File: src/rtl/uart_fe_pkg.sv
`timescale 1ns/1ps
// Shared constants and types for the serial controller register front end.
// Assumes 8-bit data and a 4-bit address split into channel and shared halves.
package uart_fe_pkg;

    localparam int DW   = 8;          // register data width
    localparam int CT_W = 2 * DW;     // counter is two bytes wide

    // One-shot command codes carried in command bits [6:4]
    typedef enum logic [2:0] {
        CMD_NONE    = 3'd0,
        CMD_PTR_RST = 3'd1,
        CMD_RX_RST  = 3'd2,
        CMD_TX_RST  = 3'd3,
        CMD_ERR_CLR = 3'd4,
        CMD_BRK_ACK = 3'd5,
        CMD_BRK_ON  = 3'd6,
        CMD_BRK_OFF = 3'd7
    } cmd_e;

    // Per-channel offsets (address bits [1:0])
    localparam logic [1:0] OFF_MODE = 2'd0;
    localparam logic [1:0] OFF_STAT = 2'd1;
    localparam logic [1:0] OFF_CMD  = 2'd2;
    localparam logic [1:0] OFF_BUF  = 2'd3;

    // Shared selectors formed as {addr[3], addr[1:0]}
    localparam logic [2:0] SH_CHG  = 3'd0;  // 0x4
    localparam logic [2:0] SH_INT  = 3'd1;  // 0x5
    localparam logic [2:0] SH_CHI  = 3'd2;  // 0x6
    localparam logic [2:0] SH_CLO  = 3'd3;  // 0x7
    localparam logic [2:0] SH_VEC  = 3'd4;  // 0xC
    localparam logic [2:0] SH_PIN  = 3'd5;  // 0xD
    localparam logic [2:0] SH_OSET = 3'd6;  // 0xE
    localparam logic [2:0] SH_OCLR = 3'd7;  // 0xF

    localparam logic [DW-1:0] VEC_RESET = 8'h0F;

endpackage

File: src/rtl/uart_fe_chan.sv
`timescale 1ns/1ps
// One serial channel's registers: two mode registers behind a pointer,
// clock select, sticky error status, command decode with held enables and
// break, and registered one-cycle strobes.
// Assumes wr_i/rd_i are already qualified for this channel.
module uart_fe_chan
    import uart_fe_pkg::*;
(
    input  logic          clk,
    input  logic          rst_n,
    input  logic          wr_i,
    input  logic          rd_i,
    input  logic [1:0]    off_i,
    input  logic [DW-1:0] wdata_i,
    input  logic [3:0]    lvl_i,
    input  logic [3:0]    err_i,
    input  logic          brkchg_i,
    input  logic [DW-1:0] rx_char_i,
    output logic [DW-1:0] mr1_o,
    output logic [DW-1:0] mr2_o,
    output logic [DW-1:0] csr_o,
    output logic          tx_en_o,
    output logic          rx_en_o,
    output logic          brk_o,
    output logic          tx_load_o,
    output logic [DW-1:0] tx_char_o,
    output logic          rx_pop_o,
    output logic          rx_rst_o,
    output logic          tx_rst_o,
    output logic          brkchg_o,
    output logic [DW-1:0] rdata_o
);

    logic          ptr_q;
    logic [DW-1:0] mr1_q, mr2_q, csr_q, txc_q;
    logic [3:0]    err_q;
    logic          brkchg_q, tx_en_q, rx_en_q, brk_q;
    logic          tx_load_q, rx_pop_q, rx_rst_q, tx_rst_q;

    logic cmd_wr, mode_acc;
    cmd_e cmd;

    assign cmd_wr   = wr_i && (off_i == OFF_CMD);
    assign mode_acc = (wr_i || rd_i) && (off_i == OFF_MODE);
    assign cmd      = cmd_e'(wdata_i[6:4]);

    // Mode pointer: first access moves to MR2, pointer-reset command returns.
    always_ff @(posedge clk) begin
        if (!rst_n)                             ptr_q <= 1'b0;
        else if (cmd_wr && cmd == CMD_PTR_RST)  ptr_q <= 1'b0;
        else if (mode_acc)                      ptr_q <= 1'b1;
    end

    // Mode and clock-select storage.
    always_ff @(posedge clk) begin
        if (!rst_n) begin
            mr1_q <= '0;
            mr2_q <= '0;
            csr_q <= '0;
        end else if (wr_i) begin
            if (off_i == OFF_MODE && !ptr_q) mr1_q <= wdata_i;
            if (off_i == OFF_MODE &&  ptr_q) mr2_q <= wdata_i;
            if (off_i == OFF_STAT)           csr_q <= wdata_i;
        end
    end

    // Sticky error and break-change flags with command clears (clear wins).
    always_ff @(posedge clk) begin
        if (!rst_n) begin
            err_q    <= '0;
            brkchg_q <= 1'b0;
        end else begin
            if (cmd_wr && cmd == CMD_ERR_CLR) err_q <= '0;
            else                              err_q <= err_q | err_i;
            if (cmd_wr && cmd == CMD_BRK_ACK) brkchg_q <= 1'b0;
            else if (brkchg_i)                brkchg_q <= 1'b1;
        end
    end

    // Held enables (disable beats enable) and break level.
    always_ff @(posedge clk) begin
        if (!rst_n) begin
            tx_en_q <= 1'b0;
            rx_en_q <= 1'b0;
            brk_q   <= 1'b0;
        end else if (cmd_wr) begin
            if (wdata_i[3])      tx_en_q <= 1'b0;
            else if (wdata_i[2]) tx_en_q <= 1'b1;
            if (wdata_i[1])      rx_en_q <= 1'b0;
            else if (wdata_i[0]) rx_en_q <= 1'b1;
            if (cmd == CMD_BRK_ON)  brk_q <= 1'b1;
            if (cmd == CMD_BRK_OFF) brk_q <= 1'b0;
        end
    end

    // Registered one-cycle strobes and transmit character latch.
    always_ff @(posedge clk) begin
        if (!rst_n) begin
            tx_load_q <= 1'b0;
            rx_pop_q  <= 1'b0;
            rx_rst_q  <= 1'b0;
            tx_rst_q  <= 1'b0;
            txc_q     <= '0;
        end else begin
            tx_load_q <= wr_i && (off_i == OFF_BUF);
            rx_pop_q  <= rd_i && (off_i == OFF_BUF);
            rx_rst_q  <= cmd_wr && (cmd == CMD_RX_RST);
            tx_rst_q  <= cmd_wr && (cmd == CMD_TX_RST);
            if (wr_i && off_i == OFF_BUF) txc_q <= wdata_i;
        end
    end

    // Read mux for this channel.
    always_comb begin
        case (off_i)
            OFF_MODE: rdata_o = ptr_q ? mr2_q : mr1_q;
            OFF_STAT: rdata_o = {err_q, lvl_i};
            OFF_BUF:  rdata_o = rx_char_i;
            default:  rdata_o = '0;
        endcase
    end

    assign mr1_o     = mr1_q;
    assign mr2_o     = mr2_q;
    assign csr_o     = csr_q;
    assign tx_en_o   = tx_en_q;
    assign rx_en_o   = rx_en_q;
    assign brk_o     = brk_q;
    assign tx_load_o = tx_load_q;
    assign tx_char_o = txc_q;
    assign rx_pop_o  = rx_pop_q;
    assign rx_rst_o  = rx_rst_q;
    assign tx_rst_o  = tx_rst_q;
    assign brkchg_o  = brkchg_q;

    AST_PTR_HOLD: assert property (@(posedge clk) disable iff (!rst_n)
        (ptr_q && !(cmd_wr && cmd == CMD_PTR_RST)) |=> ptr_q);
    AST_DISABLE_WINS: assert property (@(posedge clk) disable iff (!rst_n)
        (cmd_wr && wdata_i[3]) |=> !tx_en_q);
    AST_RXRST_CAUSE: assert property (@(posedge clk) disable iff (!rst_n)
        rx_rst_q |-> $past(cmd_wr && cmd == CMD_RX_RST));
    AST_ERR_CLEARED: assert property (@(posedge clk) disable iff (!rst_n)
        (cmd_wr && cmd == CMD_ERR_CLR) |=> (err_q == 4'b0));

endmodule

File: src/rtl/uart_fe_shared.sv
`timescale 1ns/1ps
// Registers shared by both channels: auxiliary control, interrupt status and
// mask, vector, output port and its configuration, counter preload and
// strobes, and input-pin change tracking.
// Assumes ip_i is synchronized and at least 4 pins wide.
module uart_fe_shared
    import uart_fe_pkg::*;
#(
    parameter int IP_W = 6
) (
    input  logic            clk,
    input  logic            rst_n,
    input  logic            wr_i,
    input  logic            rd_i,
    input  logic [2:0]      sel_i,
    input  logic [DW-1:0]   wdata_i,
    input  logic [1:0]      txrdy_i,
    input  logic [1:0]      rxrdy_i,
    input  logic [1:0]      brkchg_i,
    input  logic            ct_done_i,
    input  logic [CT_W-1:0] ct_count_i,
    input  logic [IP_W-1:0] ip_i,
    output logic [DW-1:0]   acr_o,
    output logic [DW-1:0]   opcr_o,
    output logic [DW-1:0]   op_o,
    output logic [CT_W-1:0] preload_o,
    output logic            ct_start_o,
    output logic            ct_stop_o,
    output logic            irq_o,
    output logic [DW-1:0]   rdata_o
);

    localparam int CHG_W = 4;

    logic [DW-1:0]    acr_q, imr_q, ivr_q, opcr_q, op_q;
    logic [CT_W-1:0]  pre_q;
    logic             timer_q, start_q, stop_q;
    logic [CHG_W-1:0] chg_q, prev_q;
    logic [DW-1:0]    isr;

    logic rd_stop;
    assign rd_stop = rd_i && (sel_i == SH_OCLR);

    // Plain storage registers written by address.
    always_ff @(posedge clk) begin
        if (!rst_n) begin
            acr_q  <= '0;
            imr_q  <= '0;
            ivr_q  <= VEC_RESET;
            opcr_q <= '0;
            pre_q  <= '0;
        end else if (wr_i) begin
            case (sel_i)
                SH_CHG: acr_q  <= wdata_i;
                SH_INT: imr_q  <= wdata_i;
                SH_CHI: pre_q[CT_W-1 -: DW] <= wdata_i;
                SH_CLO: pre_q[DW-1:0]       <= wdata_i;
                SH_VEC: ivr_q  <= wdata_i;
                SH_PIN: opcr_q <= wdata_i;
                default: ;
            endcase
        end
    end

    // Output port bit set and bit clear commands.
    always_ff @(posedge clk) begin
        if (!rst_n)                           op_q <= '0;
        else if (wr_i && sel_i == SH_OSET)    op_q <= op_q | wdata_i;
        else if (wr_i && sel_i == SH_OCLR)    op_q <= op_q & ~wdata_i;
    end

    // Counter strobes on reads and timer status (stop read wins).
    always_ff @(posedge clk) begin
        if (!rst_n) begin
            start_q <= 1'b0;
            stop_q  <= 1'b0;
            timer_q <= 1'b0;
        end else begin
            start_q <= rd_i && (sel_i == SH_OSET);
            stop_q  <= rd_stop;
            if (rd_stop)        timer_q <= 1'b0;
            else if (ct_done_i) timer_q <= 1'b1;
        end
    end

    // Previous pin sample for change detection (refreshed every cycle).
    always_ff @(posedge clk) begin
        prev_q <= ip_i[CHG_W-1:0];
    end

    // Change flags: set on a pin edge, cleared by a read of the change register.
    always_ff @(posedge clk) begin
        if (!rst_n) chg_q <= '0;
        else chg_q <= (chg_q & ~{CHG_W{rd_i && sel_i == SH_CHG}})
                    | (ip_i[CHG_W-1:0] ^ prev_q);
    end

    assign isr = {|chg_q, brkchg_i[1], rxrdy_i[1], txrdy_i[1],
                  timer_q, brkchg_i[0], rxrdy_i[0], txrdy_i[0]};

    assign irq_o = |(isr & imr_q);

    // Read mux for the shared half of the map.
    always_comb begin
        case (sel_i)
            SH_CHG:  rdata_o = {chg_q, ip_i[CHG_W-1:0]};
            SH_INT:  rdata_o = isr;
            SH_CHI:  rdata_o = ct_count_i[CT_W-1 -: DW];
            SH_CLO:  rdata_o = ct_count_i[DW-1:0];
            SH_VEC:  rdata_o = ivr_q;
            SH_PIN:  rdata_o = {{(DW-IP_W){1'b0}}, ip_i};
            default: rdata_o = '0;
        endcase
    end

    assign acr_o      = acr_q;
    assign opcr_o     = opcr_q;
    assign op_o       = op_q;
    assign preload_o  = pre_q;
    assign ct_start_o = start_q;
    assign ct_stop_o  = stop_q;

    AST_OP_SET: assert property (@(posedge clk) disable iff (!rst_n)
        (wr_i && sel_i == SH_OSET) |=> ((op_q & $past(wdata_i)) == $past(wdata_i)));
    AST_OP_CLR: assert property (@(posedge clk) disable iff (!rst_n)
        (wr_i && sel_i == SH_OCLR) |=> ((op_q & $past(wdata_i)) == '0));
    AST_TIMER_STOP: assert property (@(posedge clk) disable iff (!rst_n)
        rd_stop |=> !timer_q);
    AST_CHG_READ: assert property (@(posedge clk) disable iff (!rst_n)
        (rd_i && sel_i == SH_CHG && $stable(ip_i)) |=> (chg_q == '0));

endmodule

File: src/rtl/uart_fe.sv
`timescale 1ns/1ps
// Top of the two-channel serial controller register front end. Splits the
// 4-bit address into per-channel space (addr[2]==0, channel by addr[3]) and
// shared space, and muxes read data. Read data is combinational.
module uart_fe
    import uart_fe_pkg::*;
#(
    parameter int IP_W = 6
) (
    input  logic            clk,
    input  logic            rst_n,
    input  logic [3:0]      addr_i,
    input  logic            wr_i,
    input  logic            rd_i,
    input  logic [7:0]      wdata_i,
    output logic [7:0]      rdata_o,
    input  logic [7:0]      ch_lvl_i,
    input  logic [7:0]      ch_err_i,
    input  logic [1:0]      ch_brkchg_i,
    input  logic [15:0]     rx_char_i,
    input  logic            ct_done_i,
    input  logic [15:0]     ct_count_i,
    input  logic [IP_W-1:0] ip_i,
    output logic [15:0]     mode1_o,
    output logic [15:0]     mode2_o,
    output logic [15:0]     clksel_o,
    output logic [1:0]      tx_en_o,
    output logic [1:0]      rx_en_o,
    output logic [1:0]      brk_o,
    output logic [1:0]      tx_load_o,
    output logic [15:0]     tx_char_o,
    output logic [1:0]      rx_pop_o,
    output logic [1:0]      rx_rst_o,
    output logic [1:0]      tx_rst_o,
    output logic [7:0]      aux_ctl_o,
    output logic [7:0]      op_cfg_o,
    output logic [7:0]      op_o,
    output logic [15:0]     ct_preload_o,
    output logic            ct_start_o,
    output logic            ct_stop_o,
    output logic            irq_o
);

    localparam int NCH  = 2;
    localparam int LVLW = 4;

    logic          in_ch;
    logic [DW-1:0] ch_rdata [NCH];
    logic [DW-1:0] sh_rdata;
    logic [NCH-1:0] brkchg_q, txrdy, rxrdy;

    assign in_ch = !addr_i[2];

    for (genvar g = 0; g < NCH; g++) begin : g_ch
        logic sel_me;
        assign sel_me = in_ch && (addr_i[3] == 1'(g));
        assign txrdy[g] = ch_lvl_i[g*LVLW + 2];
        assign rxrdy[g] = ch_lvl_i[g*LVLW + 0];

        uart_fe_chan u_chan (
            .clk       (clk),
            .rst_n     (rst_n),
            .wr_i      (wr_i && sel_me),
            .rd_i      (rd_i && sel_me),
            .off_i     (addr_i[1:0]),
            .wdata_i   (wdata_i),
            .lvl_i     (ch_lvl_i[g*LVLW +: LVLW]),
            .err_i     (ch_err_i[g*LVLW +: LVLW]),
            .brkchg_i  (ch_brkchg_i[g]),
            .rx_char_i (rx_char_i[g*DW +: DW]),
            .mr1_o     (mode1_o[g*DW +: DW]),
            .mr2_o     (mode2_o[g*DW +: DW]),
            .csr_o     (clksel_o[g*DW +: DW]),
            .tx_en_o   (tx_en_o[g]),
            .rx_en_o   (rx_en_o[g]),
            .brk_o     (brk_o[g]),
            .tx_load_o (tx_load_o[g]),
            .tx_char_o (tx_char_o[g*DW +: DW]),
            .rx_pop_o  (rx_pop_o[g]),
            .rx_rst_o  (rx_rst_o[g]),
            .tx_rst_o  (tx_rst_o[g]),
            .brkchg_o  (brkchg_q[g]),
            .rdata_o   (ch_rdata[g])
        );
    end

    uart_fe_shared #(.IP_W(IP_W)) u_shared (
        .clk        (clk),
        .rst_n      (rst_n),
        .wr_i       (wr_i && !in_ch),
        .rd_i       (rd_i && !in_ch),
        .sel_i      ({addr_i[3], addr_i[1:0]}),
        .wdata_i    (wdata_i),
        .txrdy_i    (txrdy),
        .rxrdy_i    (rxrdy),
        .brkchg_i   (brkchg_q),
        .ct_done_i  (ct_done_i),
        .ct_count_i (ct_count_i),
        .ip_i       (ip_i),
        .acr_o      (aux_ctl_o),
        .opcr_o     (op_cfg_o),
        .op_o       (op_o),
        .preload_o  (ct_preload_o),
        .ct_start_o (ct_start_o),
        .ct_stop_o  (ct_stop_o),
        .irq_o      (irq_o),
        .rdata_o    (sh_rdata)
    );

    // Final read mux between channel space and shared space.
    assign rdata_o = in_ch ? ch_rdata[addr_i[3]] : sh_rdata;

    AST_CH_ISOLATE: assert property (@(posedge clk) disable iff (!rst_n)
        (wr_i && in_ch && !addr_i[3]) |=> $stable(mode1_o[15:8]));

endmodule

File: config.mk
export PLATFORM = sky130hd
export DESIGN_NAME = uart_fe
export DESIGN_NICKNAME = d
export VERILOG_FILES = /design/src/rtl/uart_fe_pkg.sv /design/src/rtl/uart_fe_chan.sv /design/src/rtl/uart_fe_shared.sv /design/src/rtl/uart_fe.sv
export SDC_FILE = /design/constraint.sdc
export NUM_CORES = 1
export LEC_CHECK = 0
export CAP_MARGIN = 20
export CORE_ASPECT_RATIO = 1.25
export CORE_MARGIN = 5
export CORE_UTILIZATION = 48
export CTS_CLUSTER_SIZE = 30
export DETAILED_ROUTE_END_ITERATION = 10
export HOLD_SLACK_MARGIN = 0.02
export PLACE_DENSITY_LB_ADDON = 0.05
export SLEW_MARGIN = 10
export SYNTH_ARGS = -nofsm -noshare
export SYNTH_HDL_FRONTEND = slang
export SYNTH_SLANG_ARGS = --single-unit
export TNS_END_PERCENT = 20
File: constraint.sdc
create_clock -name clk -period 2.9 [get_ports clk]
set_input_delay 0.725 -clock clk [delete_from_list [all_inputs] [get_ports clk]]
set_output_delay 0.725 -clock clk [all_outputs]
set_load 0.1 [all_outputs]
==> summary.txt, run 1 <==
Status
  – Outcome: complete, but fails checks
  – Failing checks: setup timing

Yosys
  – Syn nets: 785
  – Yosys cell types: between 50 and 60
  – EDFF count, synth: 0
  – Adder-cell share of the synthesized area: 0%
  – Top cells by area, synth: dfxtp_1, mux2i_1, nor2_1
  – Seq/Total Area, Yosys: a little under half
  – Asr flop ratio synth: 0%
  – Top FF cell, synth: dfxtp_1
  – Post-synth top area cell: dfxtp_1
  – #FFs+latches synth: 157
  – Top cell type's share of synthesized area: 45.9%
  – Ys Warns: 0
  – Largest family of logic cells by synthesized area: multiplexers
  – Syn_area_per_cell: approximately 9.6 µm²
  – Post-synthesis mux area share: 22.2%
  – Synth Area in XOR/XNOR: 0.640%
  – Area fraction in compound gates after synthesis: 10.2%
  – Synthesized instance count: 712
  – Post-Syn Area: 6850 µm²
  – Post-Synth Simple-Gate Area: 15.1%

GRT
  – Vias in the first global route: roughly 6000
  – GR Overflow Total: 0
  – Gr busiest metal: met2
  – First-pass GRT wire length: 33500 µm
  – Met2 Use GR: 45.3%
  – Global Route Usage Sum: a little over a quarter
  – Pin count of the biggest net entering global routing: 59
  – Initial antenna violation count: 0
  – Met1 Track Usage GR: roughly 31%
  – GR Layer Usage met3: 6.23%

Critical path
  – Buffers & Inverters on Critical Path: 2
  – Slowest stage delay, CP: roughly 0.43 ns
  – CP Class: input port to output pin
  – R2r setup slk: roughly 1.3 ns
  – Slowest CP cell: clkdlybuf4s50_1
  – CP Capture Type: output pin
  – Crit start category: input port
  – CP required: 2.17 ns
  – Worst-path fanout max: 1
  – Crit-path cells: clkdlybuf4s50_1 -> mux2_2 -> a22oi_2 -> o22ai_1 -> a22o_1 -> buf_12
  – Crit path max-delay family: buffers and inverters
  – Critical Path AT: 2.18 ns

Clock network
  – CTS hold repair buffers: 0
  – TritonCTS buffer count: 17
  – Skew-Pair Late Insertion Delay: 0.42 ns
  – H-tree Lvls: 4
  – Clock Pin Slew Worst Setup and Hold Paths: 0.06 ns
  – Deepest clock path buffer count: 2
  – Clock Root Buffer: clkbuf_16
  – CTS Sinks: ~160
  – CTS tree: built
  – Post-CTS setup buffer count: 0

Routing
  – Detailed Routing Iterations Pass 1: 5
  – Via density: between 5 and 6
  – Final ANT Viol Nets: 0
  – Vias: 6092
  – # DRC: 0
  – Total Wirelength: between 20000 and 25000 µm
  – 1st-iter DRT viols: about 370
  – Wire per inst: 20.2 µm

Floorplanning
  – Die Y: approximately 140 µm
  – Die area: about 17000 µm²
  – Core ar.: 13900 µm²
  – Starting Density: 49.1%
  – IO Pins: 202
  – Die Span X: 117 µm
  – Row count: 48

Finish
  – Share of layout cells above drive strength 1: 31.4%
  – N_diodes: 0
  – Final core occ: 70.0%
  – P&R area growth vs syn: 42.5%
  – Nets: 998
  – Fillers: 1095

STA
  – Finish-stage setup viols: 1
  – Final hold violations: 0
  – Slew Viols, Final: 0
  – Final Critical Period: 2.90 ns
  – Post-route clock period utilization: 100%
  – Worst Hold Slack: 0.465 ns
  – Fmax: 0.344 GHz
  – Final worst slack: -0.00378 ns
  – RSZ-0062 raised after global routing: yes
  – Clock skew: between 0.005 and 0.006 ns
  – Slew margin rel.: 60.6%
  – Worst-margin pin slew: 0.589 ns

Placed design
  – Port Buf Inserts: 201
  – HPWL Detailed: 16400 µm
  – GP Congestion: 0.863
  – Setup Slack @ Placement: -0.216 ns

Pwr
  – Max VDD drop: 0.369 mV
  – Leak pwr: approximately 0.0043 µW
  – Seq pwr share: 41.9%
  – Sw frac: 27.9%
  – Power Internal: 3830 µW
  – Clock group share of total power: 41.7%
  – Sw power: 1480 µW
  – Power density cells: between 500 and 600 nW/µm²
  – Comb power frac: between 10% and 20%

Job
  – Max-cap violation count: 0

Worst hold path
  – Min-Delay Path Class: flip-flop to flip-flop
[through the flow]
step	power [µW]	TNS (ns)	cells	cell area, µm²
after CTS	5320	-0.0153	1113	9670
after detailed placement	3110	-1.41	1080	9010
final	5310	-0.00378	1113	9760
after floorplan	2780	-1.68	712	6870
after global placement	3100	-1.16	1080	9010
after global routing	5480	-0.0631	1113	9760
[final timing paths]
path,depth (start not counted),from,end
worst max-delay path,6,ct_count_i[2],rdata_o[2]
worst min-delay path,2,g_ch[0].u_chan.err_q[1],g_ch[0].u_chan.err_q[1]
worst max register to register,5,g_ch[1].u_chan.ptr_q,g_ch[1].u_chan.mr1_o[1]
worst min register to register,2,g_ch[0].u_chan.err_q[1],g_ch[0].u_chan.err_q[1]
[kinds of logic (layout without fill, tap and decap cells)]
group           count (synthesis)  count (layout)
compound gates                106             106
xor+xnor                        5               5
buf+inv                        75             301
flops                         157             157
mux                           148             148
simple gates                  221             221
[area by class of cell]
class                   count  area (µm²)  area share [%]
multi-input cells         480        3440            35.3
inverters                   3        16.3           0.167
well taps                 175         219            2.24
repair buffers            266        2350            24.1
flip-flops and latches    157        3140            32.2
clock buffers              19         443            4.54
clock inverters            13         140            1.44
[layer usage]
metal / up-vias / routed length (µm)
met5: - / 0
li1: 2909 / -
met4: 0 / 666
met2: 235 / 11100
met3: 49 / 1790
met1: 2899 / 8890
[cell usage after synthesis, types with 2 or more instances]
| cell | instances |
|---|---|
| mux2_2 | 20 |
| nand4_1 | 2 |
| nand3_1 | 11 |
| clkbuf_1 | 31 |
| o221ai_1 | 4 |
| nand3b_1 | 2 |
| a311oi_1 | 8 |
| nor2_1 | 136 |
| buf_4 | 19 |
| buf_2 | 18 |
| mux2i_1 | 127 |
| and3_1 | 3 |
| nand2b_1 | 3 |
| buf_6 | 2 |
| inv_1 | 2 |
| or2_2 | 2 |
| a221oi_1 | 7 |
| nor3_4 | 2 |
| or3_1 | 5 |
| dfxtp_1 | 157 |
| nand3_2 | 5 |
| a22o_1 | 7 |
| nand2_1 | 27 |
| xor2_1 | 4 |
| and3b_1 | 3 |
| a22oi_1 | 8 |
| a21oi_1 | 41 |
| o22ai_1 | 5 |
| nor2_2 | 4 |
| o21ai_0 | 12 |
| a211oi_1 | 6 |
| nor3_1 | 6 |
[state kept, by name, indices dropped and copies added, names as in the netlist, 8 cells and up, named ones only]
| name | flops |
|---|---|
| u_shared.preload_o | 16 |
| g_ch.u_chan.csr_o | 16 |
| g_ch.u_chan.mr1_o | 16 |
| u_shared.ivr_q | 8 |
| g_ch.u_chan.err_q | 8 |
| u_shared.imr_q | 8 |
| u_shared.acr_o | 8 |
| u_shared.opcr_o | 8 |
| g_ch.u_chan.tx_char_o | 16 |
| g_ch.u_chan.mr2_o | 16 |
[worst min-delay path, cell delays in order (launching register included)]
cell	delay, ns
dfxtp_1	0.32
nor2_1	0.04
nor2_1	0.07
[repair_timing]
item                                   4_1_cts  5_1_grt
resized for setup                           21       25
endpoints found under the hold margin        0        0
gates cloned                                 1        0
pin swaps                                    9        7
setup endpoints to repair                    8        8
[layout by cell type (no fill, tap or decap), types with 6 or more instances in the layout]
cell	count
a211oi_1	6
a21oi_1	29
a21oi_2	11
a22o_1	6
a22oi_1	6
a311oi_1	8
buf_12	12
buf_4	182
clkbuf_16	17
clkdlybuf4s50_1	61
dfxtp_1	157
mux2_2	19
mux2i_1	127
nand2_1	25
nand3_1	11
nor2_1	136
nor3_1	6
o21ai_0	11
[power by group through the flow]
stage                     Combinational [µW]  Clock [µW]  Sequential, µW
after floorplan                          389           0            2390
after global placement                   825           0            2270
after detailed placement                 833           0            2270
after CTS                                852        2240            2230
after global routing                     907        2340            2230
final                                    868        2210            2230
Power figures use the tool's default switching activity.
==> inputs of run 2 (changes only) <==
Settings changed: SLEW_MARGIN 10 to default.
==> results of run 2 <==
Final layout, timing and power as in run 1 (identical DEF).
